$ cat src/rtl/synth_divchain.sv
module synth_divchain #(
  parameter int MW = 9,
  parameter int NW = 2
) (
  input  logic          clk,
  input  logic          mr,
  input  logic          bypass,
  input  logic          ref_in,
  input  logic [MW-1:0] m_val,
  input  logic [NW-1:0] n_code,
  input  logic          par_mode,
  input  logic [1:0]    test_sel,
  input  logic          ser_din,
  output logic          fb_out,
  output logic          out0_p,
  output logic          out0_n,
  output logic          out1_p,
  output logic          out1_n,
  output logic          test_out
);

  localparam int OCW = (1 << NW) - 1;

  function automatic logic [OCW:0] ratio_of(input logic [NW-1:0] c);
    return (OCW+1)'(1) << c;
  endfunction

  // feedback divider
  logic [MW-1:0] fcnt, fm, m_eff, nxt_fm, nxt_fcnt;
  logic          fq, f_tc;

  assign m_eff    = (m_val < MW'(2)) ? MW'(1) : m_val;
  assign f_tc     = (fcnt == fm - MW'(1));
  assign nxt_fm   = f_tc ? m_eff : fm;
  assign nxt_fcnt = f_tc ? '0 : fcnt + MW'(1);

  always_ff @(posedge clk) begin
    if (mr) begin
      fcnt <= '0;
      fm   <= m_eff;
      fq   <= (m_eff >> 1) != '0;
    end else begin
      fcnt <= nxt_fcnt;
      fm   <= nxt_fm;
      fq   <= nxt_fcnt < (nxt_fm >> 1);
    end
  end

  // post divider
  logic [OCW-1:0] ocnt, nxt_ocnt;
  logic [NW-1:0]  ocode, nxt_ocode;
  logic           oq, ref_d, tick, o_tc, oclk;

  assign tick      = bypass ? (ref_in & ~ref_d) : 1'b1;
  assign o_tc      = ({1'b0, ocnt} == ratio_of(ocode) - (OCW+1)'(1));
  assign nxt_ocode = o_tc ? n_code : ocode;
  assign nxt_ocnt  = o_tc ? '0 : ocnt + OCW'(1);

  always_ff @(posedge clk) begin
    ref_d <= ref_in;
    if (mr) begin
      ocnt  <= '0;
      ocode <= n_code;
      oq    <= n_code != '0;
    end else if (tick) begin
      ocnt  <= nxt_ocnt;
      ocode <= nxt_ocode;
      oq    <= {1'b0, nxt_ocnt} < (ratio_of(nxt_ocode) >> 1);
    end
  end

  // outputs
  assign fb_out = ~mr & ((fm == MW'(1)) ? clk : fq);
  assign oclk   = ~mr & ((ocode == '0) ? (bypass ? ref_in : clk) : oq);
  assign out0_p = oclk;
  assign out0_n = ~oclk;
  assign out1_p = oclk;
  assign out1_n = ~oclk;

  always_comb begin
    test_out = 1'b0;
    if (!par_mode) begin
      case (test_sel)
        2'd1:    test_out = ser_din;
        2'd2:    test_out = fb_out;
        2'd3:    test_out = oclk;
        default: test_out = 1'b0;
      endcase
    end
  end

endmodule


$ cat config.mk
export PLATFORM = sky130hd
export DESIGN_NAME = synth_divchain
export DESIGN_NICKNAME = d
export VERILOG_FILES = /design/src/rtl/synth_divchain.sv
export SDC_FILE = /design/constraint.sdc
export NUM_CORES = 1
export LEC_CHECK = 0
export ABC_AREA = 1
export BUFFER_PORTS_ARGS = -buffer_cell sky130_fd_sc_hd__buf_2
export CAP_MARGIN = 20
export CORE_UTILIZATION = 50
export DETAILED_ROUTE_END_ITERATION = 10
export GPL_TIMING_DRIVEN = 0
export PLACE_DENSITY = 0.71
export REMOVE_ABC_BUFFERS = 1
export SYNTH_ARGS = -nofsm -noshare
export SYNTH_HDL_FRONTEND = slang
export SYNTH_SLANG_ARGS = --single-unit
$ cat constraint.sdc
create_clock -name clk -period 4 [get_ports clk]
set_input_delay 0.4 -clock clk [delete_from_list [all_inputs] [get_ports clk]]
set_output_delay 0.4 -clock clk [all_outputs]
set_load 0.005 [all_outputs]
==> results.md, run 1 <==
- Unique masters post-synth: 35
- Post-synthesis register bit count: 26
- Maximum VDD drop: between 0.2 and 0.25 mV
- Violations in the final reports: design-rule violations
- DP Wirelength: 3109 µm
- Grt total ovfl: 0
- Filler cells: around 330
- GRT Total Usage: slightly below 30%
- Most frequent cells in the layout: nand2_1, inv_1, nor2_1
- Sw frac: 32.74%
- Outcome: finished, violations left
- I/O Buffers: 24
- Synth warnings: 0
- Cts hold-fix bufs: 0
- Vias per Instance: roughly 5.2
- Sequential share of power: between 30% and 40%
- PwrDens: about 410 mW/mm²
- WL final: 4767 µm
- Fraction of layout cells with a size suffix above 1: between 20% and 30%
- Kind of critical path: clock port to output pin
- Reg2reg end: fq
- Critical-path top delay cell: o21ai_0
- Avg WL per Cell: approximately 13 µm
- Core area: between 0.003 and 0.004 mm²
- Worst setup margin: 119.2 ps
- Final slew viol count: 0
- Static Leakage: between 0.001 and 0.0015 µW
- # Max-Cap Violations: 0
- Worst r2r path cells: 20
- Crit path capture type: output pin
- Hold EP: ref_d
- Int Pwr: approximately 650 µW
- FF-to-FF Start: fm[0]
- PostCTS Resize Cnt: 0
- Most common cell on crit path: clkbuf_8
- Crit-path max cell delay: around 200 ps
- Worst setup path startpoint: clk
- Clock power share: 44.8%
- Placement Setup Slack: between 1000 and 1500 ps
- Starting Density: approximately 52%
- Most common cell after layout, fill and taps aside: nand2_1
- Number of global-route vias before repair: 1893
- Mapped cell area: 0.001933 mm²
- Die area: about 0.0041 mm²
- Worst-Skew Late Latency: about 380 ps
- FP Rows: 22
- Startpoint types: clock port
- Hold path cells: 1
- CP Cell Sequence: clkbuf_8 -> clkbuf_8 -> clkbuf_8 -> clkbuf_8 -> clkbuf_8 -> o21ai_0 -> clkbuf_8 -> clkbuf_8 -> inv_1 -> nand3_1 -> a31o_2 -> inv_1 -> buf_2
- Final ANT Viol Nets: 0
- Dpl cells: 352
- # diodes: 0
- Crit path DAT: between 3000 and 4000 ps
- Max FO, Critical Path: 2
- DRC errors left: 1
- Final TNS setup: 0 ps
- Die height: ~64 µm
- Rel. slew slack: between 60% and 70%
- Mean post-synth cell area: ~6.7 µm²
- Hold_sp: ref_in
- Die width: roughly 64 µm
- DR pass1 iterations: 9
- Power share of the combinational group: about 23%
- GP Congestion: 0.8099
- Clk slew on worst S/H paths: roughly 90 ps
- CTS tree: done
- Register area share after synthesis: just under 30%
- Worst hold path class: primary input to register
- RSZ-0062 raised after global routing: false
- DRC marker count from the first detailed-route iteration: around 160
- Critical path required time: between 3000 and 4000 ps
- Final cell count without fillers: 377
- Post-CTS setup buffers: 0
- Largest net degree at the start of global routing: 26
- First-pass GRT wire length: approximately 8300 µm
- Nets: 360
- Io pins: 25
- Post-synthesis instance total: approximately 290
- Area grow syn2layout: 21.68%
- Worst Tran Pin Value: around 570 ps
- Final hold violations: 0
- Vias: 1953
- Final setup vio count: 0
- FF-to-FF setup slack: 1000 ps
- Initial antenna violation count: 0
- P_sw: between 300 and 400 µW
- Worst Skew: around 5.7 ps
==> cells by family (layout without fill, tap and decap cells) <==
kind of cell / count (synthesis) / count (layout) / share of synthesized area [%]
simple gates: 147 / 147 / 33.07
buf+inv: 50 / 92 / 11.20
compound gates: 36 / 36 / 11.52
flops: 26 / 26 / 29.00
xor+xnor: 15 / 15 / 6.796
fa+ha+maj: 13 / 13 / 8.414
==> metal layers <==
| layer | vias up | share of wire [%] | track usage, % |
|---|---|---|---|
| met3 | 18 | 5.6 | 17.68 |
| met2 | 56 | 46 | 39.89 |
| met4 | 0 | 2.3 | 20.56 |
| li1 | 990 | - | - |
| met1 | 889 | 46 | 32.32 |
| met5 | - | 0 | 5.556 |
==> cell usage after synthesis <==
master	instances	share of area, %
a211oi_1	1	0.39
a21oi_1	7	1.8
a31o_2	1	0.45
a31oi_1	1	0.32
buf_2	1	0.26
buf_4	2	0.78
buf_6	1	0.58
buf_8	1	0.78
clkbuf_1	1	0.19
clkbuf_2	1	0.26
clkinv_1	2	0.39
dfxtp_1	22	23
edfxtp_1	4	6.2
ha_1	13	8.4
inv_1	37	7.2
inv_2	4	0.78
nand2_1	72	14
nand2_2	5	1.6
nand2_4	2	1.2
nand3_1	18	4.7
nand3b_1	1	0.39
nand4_1	2	0.65
nor2_1	36	7.0
nor2_2	3	0.97
nor2_4	1	0.58
nor3_1	3	0.78
nor4_1	2	0.65
o211ai_1	1	0.39
o21ai_0	6	1.6
o21ai_1	9	2.3
o21ai_2	8	3.6
o22ai_1	2	0.65
or2_2	2	0.65
xnor2_1	3	1.4
xor2_1	12	5.4
==> registers in the layout, indices dropped and copies added, names as in the netlist <==
name,flops
fq,1
ref_d,1
ocnt,3
oq,1
fcnt,9
fm,9
ocode,2
==> critical path: cells and delay by family <==
kind / cells / cell delay (ps)
buffers and inverters: 10 / 1060
AND/OR/NAND/NOR: 1 / 60
AO/OA/AOI/OAI: 2 / 350
==> metrics by stage <==
| stage | hold WS, ps | total power (µW) | utilization, % | instance area [µm²] |
|---|---|---|---|---|
| floorplan | 427.7 | 492.4 | - | 1878 |
| global placement | 491.0 | 549.0 | 55.80 | 2058 |
| detailed placement | 500.7 | 555.8 | 55.80 | 2058 |
| CTS | 144.1 | 974.3 | 63.77 | 2352 |
| global route | 129.9 | 1048 | 63.77 | 2352 |
| finish | 152.9 | 968.9 | 63.77 | 2352 |
==> worst max path at each step <==
stage | endpoint | slack, ps | cells past startpoint
5_1_grt | test_out | 9 | 13
2_1_floorplan | test_out | 1120 | 5
3_5_place_dp | test_out | 1090 | 6
6_report | test_out | 120 | 13
4_1_cts | test_out | 100 | 13
3_3_place_gp | test_out | 1090 | 6
==> cell type report <==
type,instances,area (µm²),area share [%]
multi-input cells,211,1156,49.15
flip-flops and latches,26,560.5,23.83
clock buffers,28,312.8,13.30
inverters,40,150.1,6.383
repair buffers,18,90.09,3.830
well taps,48,60.06,2.553
clock inverters,6,22.52,0.9574
==> power groups by stage <==
| stage | combinational (µW) | clock, µW | sequential, µW |
|---|---|---|---|
| after global routing | 253 | 474 | 321 |
| final | 218 | 434 | 317 |
| after CTS | 217 | 440 | 317 |
| after floorplan | 165 | 11.1 | 316 |
| after detailed placement | 213 | 20.1 | 323 |
| after global placement | 207 | 20.1 | 322 |
Note: power is estimated with default switching activity, not from simulation.
==> run 2, diff against run 1 <==
RECOVER_POWER = 100   (was not set)
==> results.md, run 2 (synthesis gave the netlist of run 1 again) <==
- Outcome: completed (was finished, violations left)
- Post-CTS setup buffers: 0 (unchanged)
- Static Leakage: 0.001201 µW (was 0.001249 µW)
- Final slew viol count: 0 (unchanged)
- DP Wirelength: 3109 µm (unchanged)
- Grt total ovfl: 0 (unchanged)
- FF-to-FF Start: fm[0] (unchanged)
- Crit path capture type: output pin (unchanged)
- Fraction of layout cells with a size suffix above 1: 15.81% (was 21.28%)
- Area grow syn2layout: 17.73% (was 21.68%)
- Kind of critical path: clock port to output pin (unchanged)
- Io pins: 25 (unchanged)
- Avg WL per Cell: 12.77 µm (was 12.64 µm)
- Die area: 0.004119 mm² (unchanged)
- Starting Density: 52.41% (unchanged)
- Crit path DAT: 3510 ps (was 3480 ps)
- DRC errors left: 0 (was 1)
- Worst setup path startpoint: clk (unchanged)
- Startpoint types: clock port (unchanged)
- PwrDens: 418.3 mW/mm² (was 411.9 mW/mm²)
- DR pass1 iterations: 6 (was 9)
- Die width: 64.18 µm (unchanged)
- Core area: 0.003689 mm² (unchanged)
- Worst Tran Pin Value: 914.2 ps (was 572.0 ps)
- GP Congestion: 0.8099 (unchanged)
- Final ANT Viol Nets: 0 (unchanged)
- Max FO, Critical Path: 2 (unchanged)
- First-pass GRT wire length: 8342 µm (unchanged)
- Initial antenna violation count: 0 (unchanged)
- Critical path required time: 3600 ps (about the same)
- Vias per Instance: 5.308 (was 5.180)
- Regs by FF count: fcnt: 9 flops, fm: 9 flops, ocnt: 3 flops (unchanged)
- Nets: 360 (unchanged)
- Maximum VDD drop: 0.2080 mV (was 0.2053 mV)
- Vias: 2001 (was 1953)
- Final cell count without fillers: 377 (unchanged)
- Clk slew on worst S/H paths: 90 ps (about the same)
- Cts hold-fix bufs: 0 (unchanged)
- Number of global-route vias before repair: 1893 (unchanged)
- FP Rows: 22 (unchanged)
- P_sw: 311.9 µW (was 317.2 µW)
- Sw frac: 32.76% (was 32.74%)
- Rel. slew slack: 38.91% (was 61.51%)
- Dpl cells: 352 (unchanged)
- Most frequent cells in the layout: nand2_1, inv_1, nor2_1 (unchanged)
- Worst hold path class: primary input to register (unchanged)
- Worst-Skew Late Latency: 380 ps (about the same)
- Largest net degree at the start of global routing: 26 (unchanged)
- Worst Skew: 1.144 ps (was 5.681 ps)
- CTS tree: done (unchanged)
- GRT Total Usage: 29.06% (unchanged)
- WL final: 4815 µm (was 4767 µm)
- # Max-Cap Violations: 0 (unchanged)
- Sequential share of power: 33.2% (was 32.7%)
- # diodes: 0 (unchanged)
- Final setup vio count: 0 (unchanged)
- Most common cell after layout, fill and taps aside: nand2_1 (unchanged)
- PostCTS Resize Cnt: 0 (unchanged)
- Clock power share: 45.0% (was 44.8%)
- DRC marker count from the first detailed-route iteration: 140 (was 158)
- Hold_sp: ref_in (unchanged)
- Power share of the combinational group: 21.8% (was 22.5%)
- Final hold violations: 0 (unchanged)
- Final TNS setup: 0 ps (unchanged)
- Total power: 952.0 µW (was 968.9 µW)
- Int Pwr: 640.1 µW (was 651.7 µW)
- I/O Buffers: 24 (unchanged)
- Die height: 64.18 µm (unchanged)
- RSZ-0062 raised after global routing: false (unchanged)
run 2: worst paths after layout:
check / endpoint / slack (ps) / cells after the start
max: test_out / 90 / 13
min: ref_d / 170 / 1
max reg2reg: fq / 610 / 20
min reg2reg: fm[5] / 520 / 2
run 2: layer usage:
metal  wire [µm]  global-route usage [%]
met5           0                   5.556
met4         142                   20.56
met3         342                   17.68
met2        2150                   39.89
met1        2180                   32.32
run 2: layout make-up:
class	instances	area (µm²)
Clock inverter	6	22.52
Timing Repair Buffer	18	85.08
Multi-Input combinational cell	211	1107
Inverter	40	150.1
Clock buffer	28	290.3
Sequential cell	26	560.5
Tap cell	48	60.06
Fill cell	350	1413
run 2: power by group through the flow:
stage	sequential [µW]	clock [µW]	combinational [µW]
after floorplan	316	11.1	165
after global placement	322	20.1	207
after detailed placement	323	20.1	213
after CTS	317	440	217
after global routing	320	465	243
final	316	428	207
run 2: critical path, stage by stage:
cell,delay (ps)
clkbuf_8,110
clkbuf_8,130
clkbuf_8,120
clkbuf_8,130
clkbuf_8,120
o21ai_0,150
clkbuf_1,190
clkbuf_8,150
inv_1,40
nand3_1,70
a31o_2,160
inv_1,40
buf_2,110
run 2: through the flow:
stage               hold WS (ps)  setup WS [ps]  utilization (%)  instance area, µm²
detailed placement         500.7           1087            55.80                2058
global placement           491.0           1087            55.80                2058
global route               151.5          10.16            61.70                2276
finish                     172.9          85.13            61.70                2276
CTS                        144.1          99.35            63.77                2352
floorplan                  427.7           1121                -                1878
==> run 3, diff against run 2 <==
GPL_TIMING_DRIVEN = not set   (was 0)
==> results.md, run 3 (synthesis gave the netlist of run 1 again) <==
- Outcome: finished, violations left (was completed)
- Violations in the final reports: design-rule violations
- Crit path capture type: output pin (unchanged)
- GRT Total Usage: 28.80% (was 29.06%)
- Cts hold-fix bufs: 0 (unchanged)
- Grt total ovfl: 0 (unchanged)
- Most common cell after layout, fill and taps aside: nand2_1 (unchanged)
- DP Wirelength: 3257 µm (was 3109 µm)
- DR pass1 iterations: 11 (was 6)
- GP Congestion: 0.9293 (was 0.8099)
- DRC errors left: 3 (was 0)
- Largest net degree at the start of global routing: 26 (unchanged)
- CTS tree: done (unchanged)
- Kind of critical path: clock port to output pin (unchanged)
- Maximum VDD drop: 0.2002 mV (was 0.2080 mV)
- Total power: 938.6 µW (was 952.0 µW)
- Sequential Area: 560.5 µm² (unchanged)
- Io pins: 25 (unchanged)
- Worst-Skew Late Latency: 380 ps (about the same)
- Die width: 64.18 µm (unchanged)
- Max FO, Critical Path: 2 (unchanged)
- DRC marker count from the first detailed-route iteration: 337 (was 140)
- Worst Tran Pin Value: 843.7 ps (was 914.2 ps)
- Startpoint types: clock port (unchanged)
- Crit path DAT: 3480 ps (was 3510 ps)
- Vias: 1979 (was 2001)
- Avg WL per Cell: 13.15 µm (was 12.77 µm)
- WL final: 4943 µm (was 4815 µm)
- First-pass GRT wire length: 9211 µm (was 8342 µm)
- RSZ-0062 raised after global routing: false (unchanged)
- Placed Area: 0.002058 mm² (unchanged)
- Critical path required time: 3600 ps (about the same)
- Initial antenna violation count: 0 (unchanged)
- PostCTS Resize Cnt: 0 (unchanged)
- Vias per Instance: 5.263 (was 5.308)
- # diodes: 0 (unchanged)
- Number of global-route vias before repair: 2008 (was 1893)
- Starting Density: 52.41% (unchanged)
- Static Leakage: 0.001198 µW (was 0.001201 µW)
- Worst hold path class: primary input to register (unchanged)
- PwrDens: 412.4 mW/mm² (was 418.3 mW/mm²)
- Die height: 64.18 µm (unchanged)
- Final ANT Viol Nets: 0 (unchanged)
- Finished Cell Area: 0.002276 mm² (unchanged)
- Multi-input gate area: 0.001112 mm² (was 0.001107 mm²)
- Most frequent cells in the layout: nand2_1, inv_1, nor2_1 (unchanged)
- Fraction of layout cells with a size suffix above 1: 15.85% (was 15.81%)
- Die area: 0.004119 mm² (unchanged)
- Core area: 0.003689 mm² (unchanged)
- Nets: 359 (was 360)
- # Max-Cap Violations: 0 (unchanged)
- Clk slew on worst S/H paths: 90 ps (about the same)
- Worst Skew: 6.206 ps (was 1.144 ps)
- Rel. slew slack: 43.61% (was 38.91%)
- Final setup vio count: 0 (unchanged)
- Post-CTS setup buffers: 0 (unchanged)
- FP Rows: 22 (unchanged)
- Area grow syn2layout: 17.73% (unchanged)
- I/O Buffers: 24 (unchanged)
- Final slew viol count: 0 (unchanged)
- Filler cells: 359 (was 350)
- Regs by FF count: fcnt: 9 flops, fm: 9 flops, ocnt: 3 flops (unchanged)
- Final hold violations: 0 (unchanged)
- Final TNS setup: 0 ps (unchanged)
==> run 3: area by class of cell <==
type	count	share of cell area (%)
multi-input cells	211	48.87
flip-flops and latches	26	24.63
clock buffers	27	12.53
inverters	40	6.597
repair buffers	18	3.738
well taps	48	2.639
clock inverters	6	0.9896
==> run 3: critical path, cell delays in order <==
cell,delay [ps]
clkbuf_8,110
clkbuf_8,120
clkbuf_8,120
clkbuf_8,130
clkbuf_8,120
o21ai_0,190
clkbuf_8,170
clkbuf_8,110
inv_1,40
nand3_1,60
a31o_2,150
inv_1,40
buf_2,110
==> run 3: power by group <==
| part | internal [µW] | total [µW] | switching [µW] |
|---|---|---|---|
| combinational | 79.0 | 208 | 129 |
| clock | 265 | 415 | 150 |
| sequential | 292 | 316 | 23.6 |
| total | 636 | 939 | 302 |
==> run 3: routing by layer <==
layer  GRT usage (%)  vias to the layer above  wire, µm
met1           38.44                      874      2219
met3           9.821                       25       372
met2           41.36                       93      2168
li1                -                      987         -
met4           12.50                        0       182
met5           2.778                        -         0
==> run 3: stage by stage <==
| stage | hold slack (ps) | utilization, % | setup slack, ps | std cells |
|---|---|---|---|---|
| 5_1_grt | 162.2 | 61.70 | 27.26 | 376 |
| 3_3_place_gp | 489.4 | 55.80 | 1087 | 352 |
| 6_report | 184.7 | 61.70 | 120.2 | 376 |
| 4_1_cts | 147.3 | 63.77 | 90.96 | 377 |
| 3_5_place_dp | 496.8 | 55.80 | 1087 | 352 |
| 2_1_floorplan | 427.7 | - | 1121 | 280 |
==> run 3: worst paths after layout <==
check | slack [ps] | cells after the start | to | startpoint
min | 180 | 1 | ref_d | ref_in
min reg2reg | 520 | 1 | fcnt[0] | fcnt[0]
max reg2reg | 760 | 20 | fq | fm[0]
max | 120 | 13 | test_out | clk
